==> src/rtl/pixcap_pkg.sv <==
package pixcap_pkg;
    localparam int BYTE_W = 8;
    localparam int LANES  = 4;
    localparam int WORD_W = BYTE_W * LANES;
    localparam int NB_W   = $clog2(LANES + 1);
    localparam int CNT_W  = $clog2(LANES);
    localparam int NCH    = 2;

    typedef enum logic [1:0] {
        ST_IDLE  = 2'd0,
        ST_LINE  = 2'd1,
        ST_BLANK = 2'd2
    } cap_state_t;

    typedef struct packed {
        logic [WORD_W-1:0] data;
        logic [NB_W-1:0]   nbytes;
        logic              eol;
        logic              eof;
    } cap_word_t;
endpackage

==> src/rtl/pixcap_fsm.sv <==
module pixcap_fsm
    import pixcap_pkg::*;
(
    input  logic clk,
    input  logic rst_n,
    input  logic frm_act,
    input  logic row_act,
    output logic cap,
    output logic line_end,
    output logic frame_end
);
    cap_state_t st_q;
    cap_state_t st_d;

    // state register
    always_ff @(posedge clk or negedge rst_n) begin
        if (!rst_n) begin
            st_q <= ST_IDLE;
        end else begin
            st_q <= st_d;
        end
    end

    // next state: frame_open, line_open_direct, line_open, line_close, frame_close
    always_comb begin
        st_d = st_q;
        unique case (st_q)
            ST_IDLE: begin
                if (frm_act && row_act) begin
                    st_d = ST_LINE;        // line_open_direct
                end else if (frm_act) begin
                    st_d = ST_BLANK;       // frame_open
                end
            end
            ST_LINE: begin
                if (!frm_act) begin
                    st_d = ST_IDLE;        // frame_close
                end else if (!row_act) begin
                    st_d = ST_BLANK;       // line_close
                end
            end
            ST_BLANK: begin
                if (!frm_act) begin
                    st_d = ST_IDLE;        // frame_close
                end else if (row_act) begin
                    st_d = ST_LINE;        // line_open
                end
            end
            default: st_d = ST_IDLE;
        endcase
    end

    // event outputs
    always_comb begin
        cap       = frm_act && row_act;
        line_end  = (st_q == ST_LINE) && !(frm_act && row_act);
        frame_end = (st_q != ST_IDLE) && !frm_act;
    end

    // a capture always leaves the machine in LINE
    a_r1_cap_enters_line: assert property (@(posedge clk) disable iff (!rst_n)
        cap |=> (st_q == ST_LINE));

    // after a frame end the machine is outside the frame
    a_r5_frame_end_idle: assert property (@(posedge clk) disable iff (!rst_n)
        frame_end |=> (st_q == ST_IDLE));
endmodule

==> src/rtl/pixcap_packer.sv <==
module pixcap_packer
    import pixcap_pkg::*;
(
    input  logic              clk,
    input  logic              rst_n,
    input  logic [BYTE_W-1:0] pix_byte,
    input  logic              cap,
    input  logic              line_end,
    input  logic              frame_end,
    output logic              rel_v,
    output cap_word_t         rel_w
);
    logic [CNT_W-1:0]  cnt_q;
    logic [WORD_W-1:0] full_w;
    logic [WORD_W-1:0] part_w;
    logic [WORD_W-1:0] pend_data_q;
    logic [NB_W-1:0]   pend_nb_q;
    logic              pend_eol_q;
    logic              pend_v_q;
    logic              part_close;
    logic              last_lane;

    assign last_lane = (cnt_q == CNT_W'(LANES - 1));

    // one holding register per lower lane
    for (genvar i = 0; i < LANES - 1; i++) begin : g_lane
        logic [BYTE_W-1:0] lane_q;
        always_ff @(posedge clk or negedge rst_n) begin
            if (!rst_n) begin
                lane_q <= '0;
            end else if (cap && (int'(cnt_q) == i)) begin
                lane_q <= pix_byte;
            end
        end
        assign full_w[i*BYTE_W +: BYTE_W] = lane_q;
        assign part_w[i*BYTE_W +: BYTE_W] = (int'(cnt_q) > i) ? lane_q : '0;
    end
    assign full_w[(LANES-1)*BYTE_W +: BYTE_W] = pix_byte;
    assign part_w[(LANES-1)*BYTE_W +: BYTE_W] = '0;

    // release: next byte, or frame end (partial formed on the same edge)
    always_comb begin
        part_close   = frame_end && line_end && (cnt_q != '0);
        rel_v        = part_close || (pend_v_q && (cap || frame_end));
        rel_w.data   = part_close ? part_w : pend_data_q;
        rel_w.nbytes = part_close ? NB_W'(cnt_q) : pend_nb_q;
        rel_w.eol    = frame_end ? 1'b1 : pend_eol_q;
        rel_w.eof    = frame_end;
    end

    always_ff @(posedge clk or negedge rst_n) begin
        if (!rst_n) begin
            cnt_q       <= '0;
            pend_data_q <= '0;
            pend_nb_q   <= '0;
            pend_eol_q  <= 1'b0;
            pend_v_q    <= 1'b0;
        end else begin
            if (cap) begin
                cnt_q <= cnt_q + 1'b1;
            end else if (line_end) begin
                cnt_q <= '0;
            end

            if (cap && last_lane) begin
                pend_data_q <= full_w;
                pend_nb_q   <= NB_W'(LANES);
                pend_eol_q  <= 1'b0;
                pend_v_q    <= 1'b1;
            end else if (line_end && !frame_end && (cnt_q != '0)) begin
                pend_data_q <= part_w;
                pend_nb_q   <= NB_W'(cnt_q);
                pend_eol_q  <= 1'b1;
                pend_v_q    <= 1'b1;
            end else if (rel_v) begin
                pend_v_q    <= 1'b0;
            end else if (line_end && !frame_end) begin
                pend_eol_q  <= 1'b1;
            end
        end
    end

    // the holding register is always free when a word completes
    a_r3_pend_free: assert property (@(posedge clk) disable iff (!rst_n)
        (cap && last_lane) |-> !pend_v_q);

    // a short word is always the last word of a line
    a_r4_short_is_eol: assert property (@(posedge clk) disable iff (!rst_n)
        (rel_v && (rel_w.nbytes != NB_W'(LANES))) |-> rel_w.eol);

    // byte count stays in range
    a_r4_count_range: assert property (@(posedge clk) disable iff (!rst_n)
        rel_v |-> ((rel_w.nbytes != '0) && (rel_w.nbytes <= NB_W'(LANES))));
endmodule

==> src/rtl/pixcap_router.sv <==
module pixcap_router
    import pixcap_pkg::*;
#(
    parameter int BUF_W = 16
) (
    input  logic             clk,
    input  logic             rst_n,
    input  logic             rel_v,
    input  cap_word_t        rel_w,
    input  logic [BUF_W-1:0] cfg_buf_words,
    input  logic [NCH-1:0]   ch_ready,
    output logic [NCH-1:0]   ch_valid,
    output cap_word_t        out_w,
    output logic             ovf_sticky
);
    logic             out_v_q;
    logic             out_chan_q;
    logic             chan_q;
    logic             chan_eff;
    logic [BUF_W-1:0] bw_q;
    logic             acc_now;
    logic             full_now;
    logic             sw;

    always_comb begin
        acc_now  = ch_ready[out_chan_q];
        full_now = (cfg_buf_words != '0) && ((bw_q + 1'b1) == cfg_buf_words);
        sw       = out_v_q && (out_w.eof || (acc_now && full_now));
        chan_eff = sw ? ~chan_q : chan_q;
    end

    always_ff @(posedge clk or negedge rst_n) begin
        if (!rst_n) begin
            out_v_q    <= 1'b0;
            out_chan_q <= 1'b0;
            out_w      <= '0;
            chan_q     <= 1'b0;
            bw_q       <= '0;
            ovf_sticky <= 1'b0;
        end else begin
            chan_q <= chan_eff;
            if (sw) begin
                bw_q <= '0;
            end else if (out_v_q && acc_now) begin
                bw_q <= bw_q + 1'b1;
            end
            if (out_v_q && !acc_now) begin
                ovf_sticky <= 1'b1;
            end
            out_v_q    <= rel_v;
            out_chan_q <= chan_eff;
            if (rel_v) begin
                out_w <= rel_w;
            end
        end
    end

    for (genvar c = 0; c < NCH; c++) begin : g_ch
        assign ch_valid[c] = out_v_q && (out_chan_q == 1'(c));
    end

    // never two channels at once
    a_r6_one_channel: assert property (@(posedge clk) disable iff (!rst_n)
        $onehot0(ch_valid));

    // the frame-closing word moves the next words to the other channel
    a_r6_eof_toggles: assert property (@(posedge clk) disable iff (!rst_n)
        (out_v_q && out_w.eof) |=> (chan_q != $past(chan_q)));

    // overflow never clears outside reset
    a_r7_ovf_sticky: assert property (@(posedge clk) disable iff (!rst_n)
        ovf_sticky |=> ovf_sticky);

    // a refused word raises overflow
    a_r7_drop_flags: assert property (@(posedge clk) disable iff (!rst_n)
        (out_v_q && !acc_now) |=> ovf_sticky);

    // end of frame is always also end of line
    a_r5_eof_eol: assert property (@(posedge clk) disable iff (!rst_n)
        (out_v_q && out_w.eof) |-> out_w.eol);
endmodule

==> src/rtl/pixcap_stats.sv <==
module pixcap_stats #(
    parameter int LINE_W = 12,
    parameter int PIX_W  = 14
) (
    input  logic              clk,
    input  logic              rst_n,
    input  logic              cap,
    input  logic              line_end,
    input  logic              frame_end,
    output logic [LINE_W-1:0] stat_lines,
    output logic [PIX_W-1:0]  stat_pixels
);
    logic [LINE_W-1:0] line_cnt_q;
    logic [PIX_W-1:0]  pix_run_q;
    logic [PIX_W-1:0]  last_pix_q;

    always_ff @(posedge clk or negedge rst_n) begin
        if (!rst_n) begin
            line_cnt_q  <= '0;
            pix_run_q   <= '0;
            last_pix_q  <= '0;
            stat_lines  <= '0;
            stat_pixels <= '0;
        end else begin
            if (cap) begin
                pix_run_q <= pix_run_q + 1'b1;
            end else if (line_end) begin
                pix_run_q <= '0;
            end

            if (frame_end) begin
                stat_lines  <= line_cnt_q + {{(LINE_W-1){1'b0}}, line_end};
                stat_pixels <= line_end ? pix_run_q : last_pix_q;
                line_cnt_q  <= '0;
                last_pix_q  <= '0;
            end else if (line_end) begin
                line_cnt_q  <= line_cnt_q + 1'b1;
                last_pix_q  <= pix_run_q;
            end
        end
    end

    // status only changes at a frame end
    a_r8_stats_hold: assert property (@(posedge clk) disable iff (!rst_n)
        !frame_end |=> ($stable(stat_lines) && $stable(stat_pixels)));
endmodule

==> src/rtl/pixcap_top.sv <==
module pixcap_top
    import pixcap_pkg::*;
#(
    parameter int BUF_W  = 16,
    parameter int LINE_W = 12,
    parameter int PIX_W  = 14
) (
    input  logic              clk,
    input  logic              rst_n,
    input  logic              frm_act,
    input  logic              row_act,
    input  logic [BYTE_W-1:0] pix_byte,
    input  logic              cfg_sensor_hold,
    input  logic [BUF_W-1:0]  cfg_buf_words,
    input  logic [NCH-1:0]    ch_ready,
    output logic [NCH-1:0]    ch_valid,
    output logic [WORD_W-1:0] word_data,
    output logic [NB_W-1:0]   word_bytes,
    output logic              word_eol,
    output logic              word_eof,
    output logic              ovf_sticky,
    output logic              sensor_rst_n,
    output logic [LINE_W-1:0] stat_lines,
    output logic [PIX_W-1:0]  stat_pixels
);
    logic      cap;
    logic      line_end;
    logic      frame_end;
    logic      rel_v;
    cap_word_t rel_w;
    cap_word_t out_w;
    logic      hold_q;

    pixcap_fsm u_fsm (
        .clk       (clk),
        .rst_n     (rst_n),
        .frm_act   (frm_act),
        .row_act   (row_act),
        .cap       (cap),
        .line_end  (line_end),
        .frame_end (frame_end)
    );

    pixcap_packer u_packer (
        .clk       (clk),
        .rst_n     (rst_n),
        .pix_byte  (pix_byte),
        .cap       (cap),
        .line_end  (line_end),
        .frame_end (frame_end),
        .rel_v     (rel_v),
        .rel_w     (rel_w)
    );

    pixcap_router #(.BUF_W(BUF_W)) u_router (
        .clk           (clk),
        .rst_n         (rst_n),
        .rel_v         (rel_v),
        .rel_w         (rel_w),
        .cfg_buf_words (cfg_buf_words),
        .ch_ready      (ch_ready),
        .ch_valid      (ch_valid),
        .out_w         (out_w),
        .ovf_sticky    (ovf_sticky)
    );

    pixcap_stats #(.LINE_W(LINE_W), .PIX_W(PIX_W)) u_stats (
        .clk         (clk),
        .rst_n       (rst_n),
        .cap         (cap),
        .line_end    (line_end),
        .frame_end   (frame_end),
        .stat_lines  (stat_lines),
        .stat_pixels (stat_pixels)
    );

    // sensor reset follows its control register only
    always_ff @(posedge clk or negedge rst_n) begin
        if (!rst_n) begin
            hold_q <= 1'b1;
        end else begin
            hold_q <= cfg_sensor_hold;
        end
    end

    assign sensor_rst_n = ~hold_q;
    assign word_data    = out_w.data;
    assign word_bytes   = out_w.nbytes;
    assign word_eol     = out_w.eol;
    assign word_eof     = out_w.eof;

    // sensor reset tracks the control input one cycle later
    a_r9_sensor_follow: assert property (@(posedge clk) disable iff (!rst_n)
        1'b1 |=> (sensor_rst_n == !$past(cfg_sensor_hold)));
endmodule

==> config.mk <==
export PLATFORM = sky130hd
export DESIGN_NAME = pixcap_top
export DESIGN_NICKNAME = d
export VERILOG_FILES = /design/src/rtl/pixcap_pkg.sv /design/src/rtl/pixcap_fsm.sv /design/src/rtl/pixcap_packer.sv /design/src/rtl/pixcap_router.sv /design/src/rtl/pixcap_stats.sv /design/src/rtl/pixcap_top.sv
export SDC_FILE = /design/constraint.sdc
export NUM_CORES = 1
export LEC_CHECK = 0
export BUFFER_PORTS_ARGS = -buffer_cell sky130_fd_sc_hd__buf_2
export CAP_MARGIN = 10
export CORE_MARGIN = 3
export CORE_UTILIZATION = 55
export CTS_BUF_LIST = sky130_fd_sc_hd__clkbuf_4 sky130_fd_sc_hd__clkbuf_8
export DETAILED_ROUTE_END_ITERATION = 16
export PLACE_DENSITY = 0.79
export SLEW_MARGIN = 10
export SYNTH_ARGS = -nofsm -noshare
export SYNTH_HDL_FRONTEND = slang
export SYNTH_SLANG_ARGS = --single-unit
export TNS_END_PERCENT = 10
==> constraint.sdc <==
create_clock -name clk -period 2.2 [get_ports clk]
set_input_delay 0.44 -clock clk [delete_from_list [all_inputs] [get_ports clk]]
set_output_delay 0.44 -clock clk [all_outputs]
set_load 0.01 [all_outputs]
==> metrics.txt <==
vias in the first global route 6091; most frequent CP cell buf_4; VDD IR-drop max ~540 uV; Worst Path Required between 2000 and 3000 ps; critical path depth in cells 10; FILL cells between 1000 and 1500; multi-input logic area 0.003759 sq mm; Synth top area share 0.5452; Hold Path Depth 1; Row Count between 40 and 50; failing checks setup timing; dominant cell by count in the synthesized netlist dfrtp_1; HPWL after DPL ~13000 microns; CP top delay family compound AO/OA/AOI/OAI gates; grt peak-use layer met2; Yosys Warn Count 0; total CTS buffers 17; port bufs between 90 and 100; total number of vias 6429; Initial Util 0.5625; async set or reset register ratio after synthesis 1.000; GP Congestion 0.8541; routing usage on met2 0.3482; Mapped Area around 0.0086 sq mm; largest net degree at the start of global routing 70; num ports ~100; Setup crit end u_router.out_chan_q; fin nets a little under 1000; worst slack at placement roughly 46 ps; antenna diode count 0; R2R depth 10; Post-synth EDFFs 0; Max FO, Critical Path 5; FF-to-FF End u_router.out_chan_q; post-synth net total approximately 870; Final Hold Fails 0; core area about 0.015 sq mm; reg2reg start u_router.bw_q[1]; reg2reg setup slack -40 ps; max-slew violations 0; status finished, violations left; Iter 0 DRT Violations 374; Final ANT Viol Nets 0; CTS Sinks about 190; Die Y 130.9 microns; CTS tree built; CP max stage cell dfrtp_2; worst hold slack between 80 and 90 ps; first-pass GRT wire length ~29000 microns; P_leak between 4 and 5 nW; Die X 130.9 microns; met1 GRT Util 0.3055; Fin Setup TNS -208.8 ps; crit path from u_router.bw_q[1]; antenna violations before repair 0; crit path kind register to register; M3 GR Usage 0.03293; per-cell routed wire length 15.78 microns; Seq/Total Area, Yosys 0.5483; distinct cell type count after synthesis 53; clock root buffer clkbuf_8; part of the cycle the worst path needs 1.019; worst min-delay path category input port to register; Least-Margin Pin Slew a little over 600 ps; min cycle time layout roughly 2200 ps; Synth area leaders dfrtp_1 55%, nand2_1 6.3%, o21ai_0 5.1%; Syn Inst Count 832; flop and latch count out of synthesis between 150 and 200; total global routing overflow 0; Post-Syn Area per Cell around 10 sq um; Fmax achieved approximately 0.45 GHz; Max H-tree Level 4; critical-path cell list buf_4 > ha_4 > nand4_1 > buf_4 > nor3_4 > mux2i_1 > o211ai_1 > buf_4 > o31ai_1 > o211ai_1; crit start category register; die area ~0.017 sq mm; CP arrival between 2000 and 3000 ps; DRC viols 0; Global Route Usage Sum 0.2185; relative slew slack 0.5873; worst setup margin -41.65 ps; CP max stage delay between 300 and 400 ps; Bufs on Longest Clock Path 2; DRT Pass-1 Iters 4; RSZ-0062 raised after global routing true; Clock Latency Late Sink ~450 ps; WL final 18450 microns; CP bufs+invs 3; main flop type after synthesis dfrtp_1; area grow syn2layout 17.59%; CTS clock-pin slew for the worst setup and hold paths roughly 90 ps; Reg area ~0.0047 sq mm; endpoints failing setup 16; nature of the critical path endpoint register; vias per inst between 5 and 6; commonest cells in the netlist 187 x dfrtp_1, 144 x nand2_1, 88 x o21ai_0; biggest area consumer among synthesized cells dfrtp_1; Power Density between 900 and 1000 mW/mm^2; clock skew between 8 and 9 ps; max cap viols 0; share of cells above drive strength 1 0.2453
area by class of cell:
class	instances	area share
clock buffer	23	0.03012
clock inverter	8	0.01091
inverter	8	0.002975
multi-input combinational	591	0.3724
sequential	188	0.4672
tap	211	0.02616
timing repair buffer	140	0.09024
placed cells by master (no fill, tap or decap), types with 3 or more instances in the layout:
cell type | Yosys | layout
a21oi_1 | 26 | 25
nor2b_1 | 8 | 8
clkbuf_8 | 0 | 22
or3_1 | 6 | 6
and4_1 | 5 | 5
nor3_4 | 0 | 3
dfrtp_1 | 187 | 179
nand4_1 | 13 | 13
buf_4 | 4 | 30
nor4_1 | 7 | 7
xnor2_1 | 25 | 24
nand3_1 | 34 | 34
mux2_2 | 32 | 32
inv_1 | 7 | 7
and3_1 | 10 | 10
a211oi_1 | 24 | 24
o21ai_0 | 88 | 87
buf_6 | 0 | 5
nand2_1 | 144 | 142
mux2i_1 | 38 | 38
and2_1 | 14 | 14
dfrtp_2 | 0 | 8
clkinv_4 | 0 | 4
a21o_1 | 3 | 3
o211ai_1 | 3 | 3
buf_12 | 0 | 6
nor2_2 | 1 | 3
nor2_1 | 42 | 39
ha_1 | 9 | 8
buf_2 | 6 | 97
xor2_1 | 22 | 22
sequential cells by signal, indices dropped and copies added (netlist names), 14 cells and up:
| register | cells |
|---|---|
| u_stats.stat_pixels | 14 |
| u_router.out_w | 37 |
| u_stats.pix_run_q | 14 |
| u_packer.g_lane.lane_q | 24 |
| u_router.bw_q | 16 |
| u_packer.pend_data_q | 32 |
| u_stats.last_pix_q | 14 |
timing repair:
item	4_1_cts	5_1_grt
resized for setup	0	30
buffers inserted	0	9
endpoints found under the hold margin	35	0
hold buffers	1	0
endpoints found under the setup margin	0	17
where the power goes:
group / switching (mW) / internal [mW] / total [mW] / leakage (nW)
sequential: 0.568 / 4.29 / 4.86 / 2.47
combinational: 1.07 / 1.03 / 2.10 / 2.12
clock: 1.15 / 1.16 / 2.31 / 0.205
total: 2.79 / 6.48 / 9.27 / 4.79
worst register-to-register path, cell delays in order, from the launching register on:
cell,delay [ps]
dfrtp_2,380
buf_4,120
ha_4,140
nand4_1,140
buf_4,200
nor3_4,190
mux2i_1,230
o211ai_1,190
buf_4,180
o31ai_1,230
o211ai_1,120
logic make-up after synthesis:
group           share of synthesized area
compound gates                     0.1108
buf+inv                           0.02580
flops                              0.5483
xor+xnor                          0.05058
fa+ha+maj                         0.01312
simple gates                       0.1652
mux                               0.08630
layer usage:
layer	vias to the layer above	part of all wire
li1	3126	-
met1	3146	0.45
met2	139	0.49
met3	18	0.044
met4	0	0.014
met5	-	0
per-stage QoR:
| step | power [mW] | std cells | util | cell area [sq um] |
|---|---|---|---|---|
| floorplan | 6.043 | 832 | - | 8583 |
| global placement | 6.793 | 1126 | 0.6213 | 9480 |
| detailed placement | 6.911 | 1126 | 0.6213 | 9480 |
| CTS | 9.236 | 1158 | 0.6491 | 9905 |
| global route | 9.824 | 1169 | 0.6615 | 10090 |
| finish | 9.268 | 1169 | 0.6615 | 10090 |
worst min path at each step:
stage	start	to	slack [ps]
2_1_floorplan	rst_n	u_fsm.st_q[0]	140
3_3_place_gp	rst_n	u_packer.pend_data_q[21]	380
3_5_place_dp	rst_n	u_router.out_w[22]	380
4_1_cts	cfg_sensor_hold	hold_q	50
5_1_grt	cfg_sensor_hold	hold_q	50
6_report	cfg_sensor_hold	hold_q	80
No activity file was read; power rests on OpenSTA's default activity.
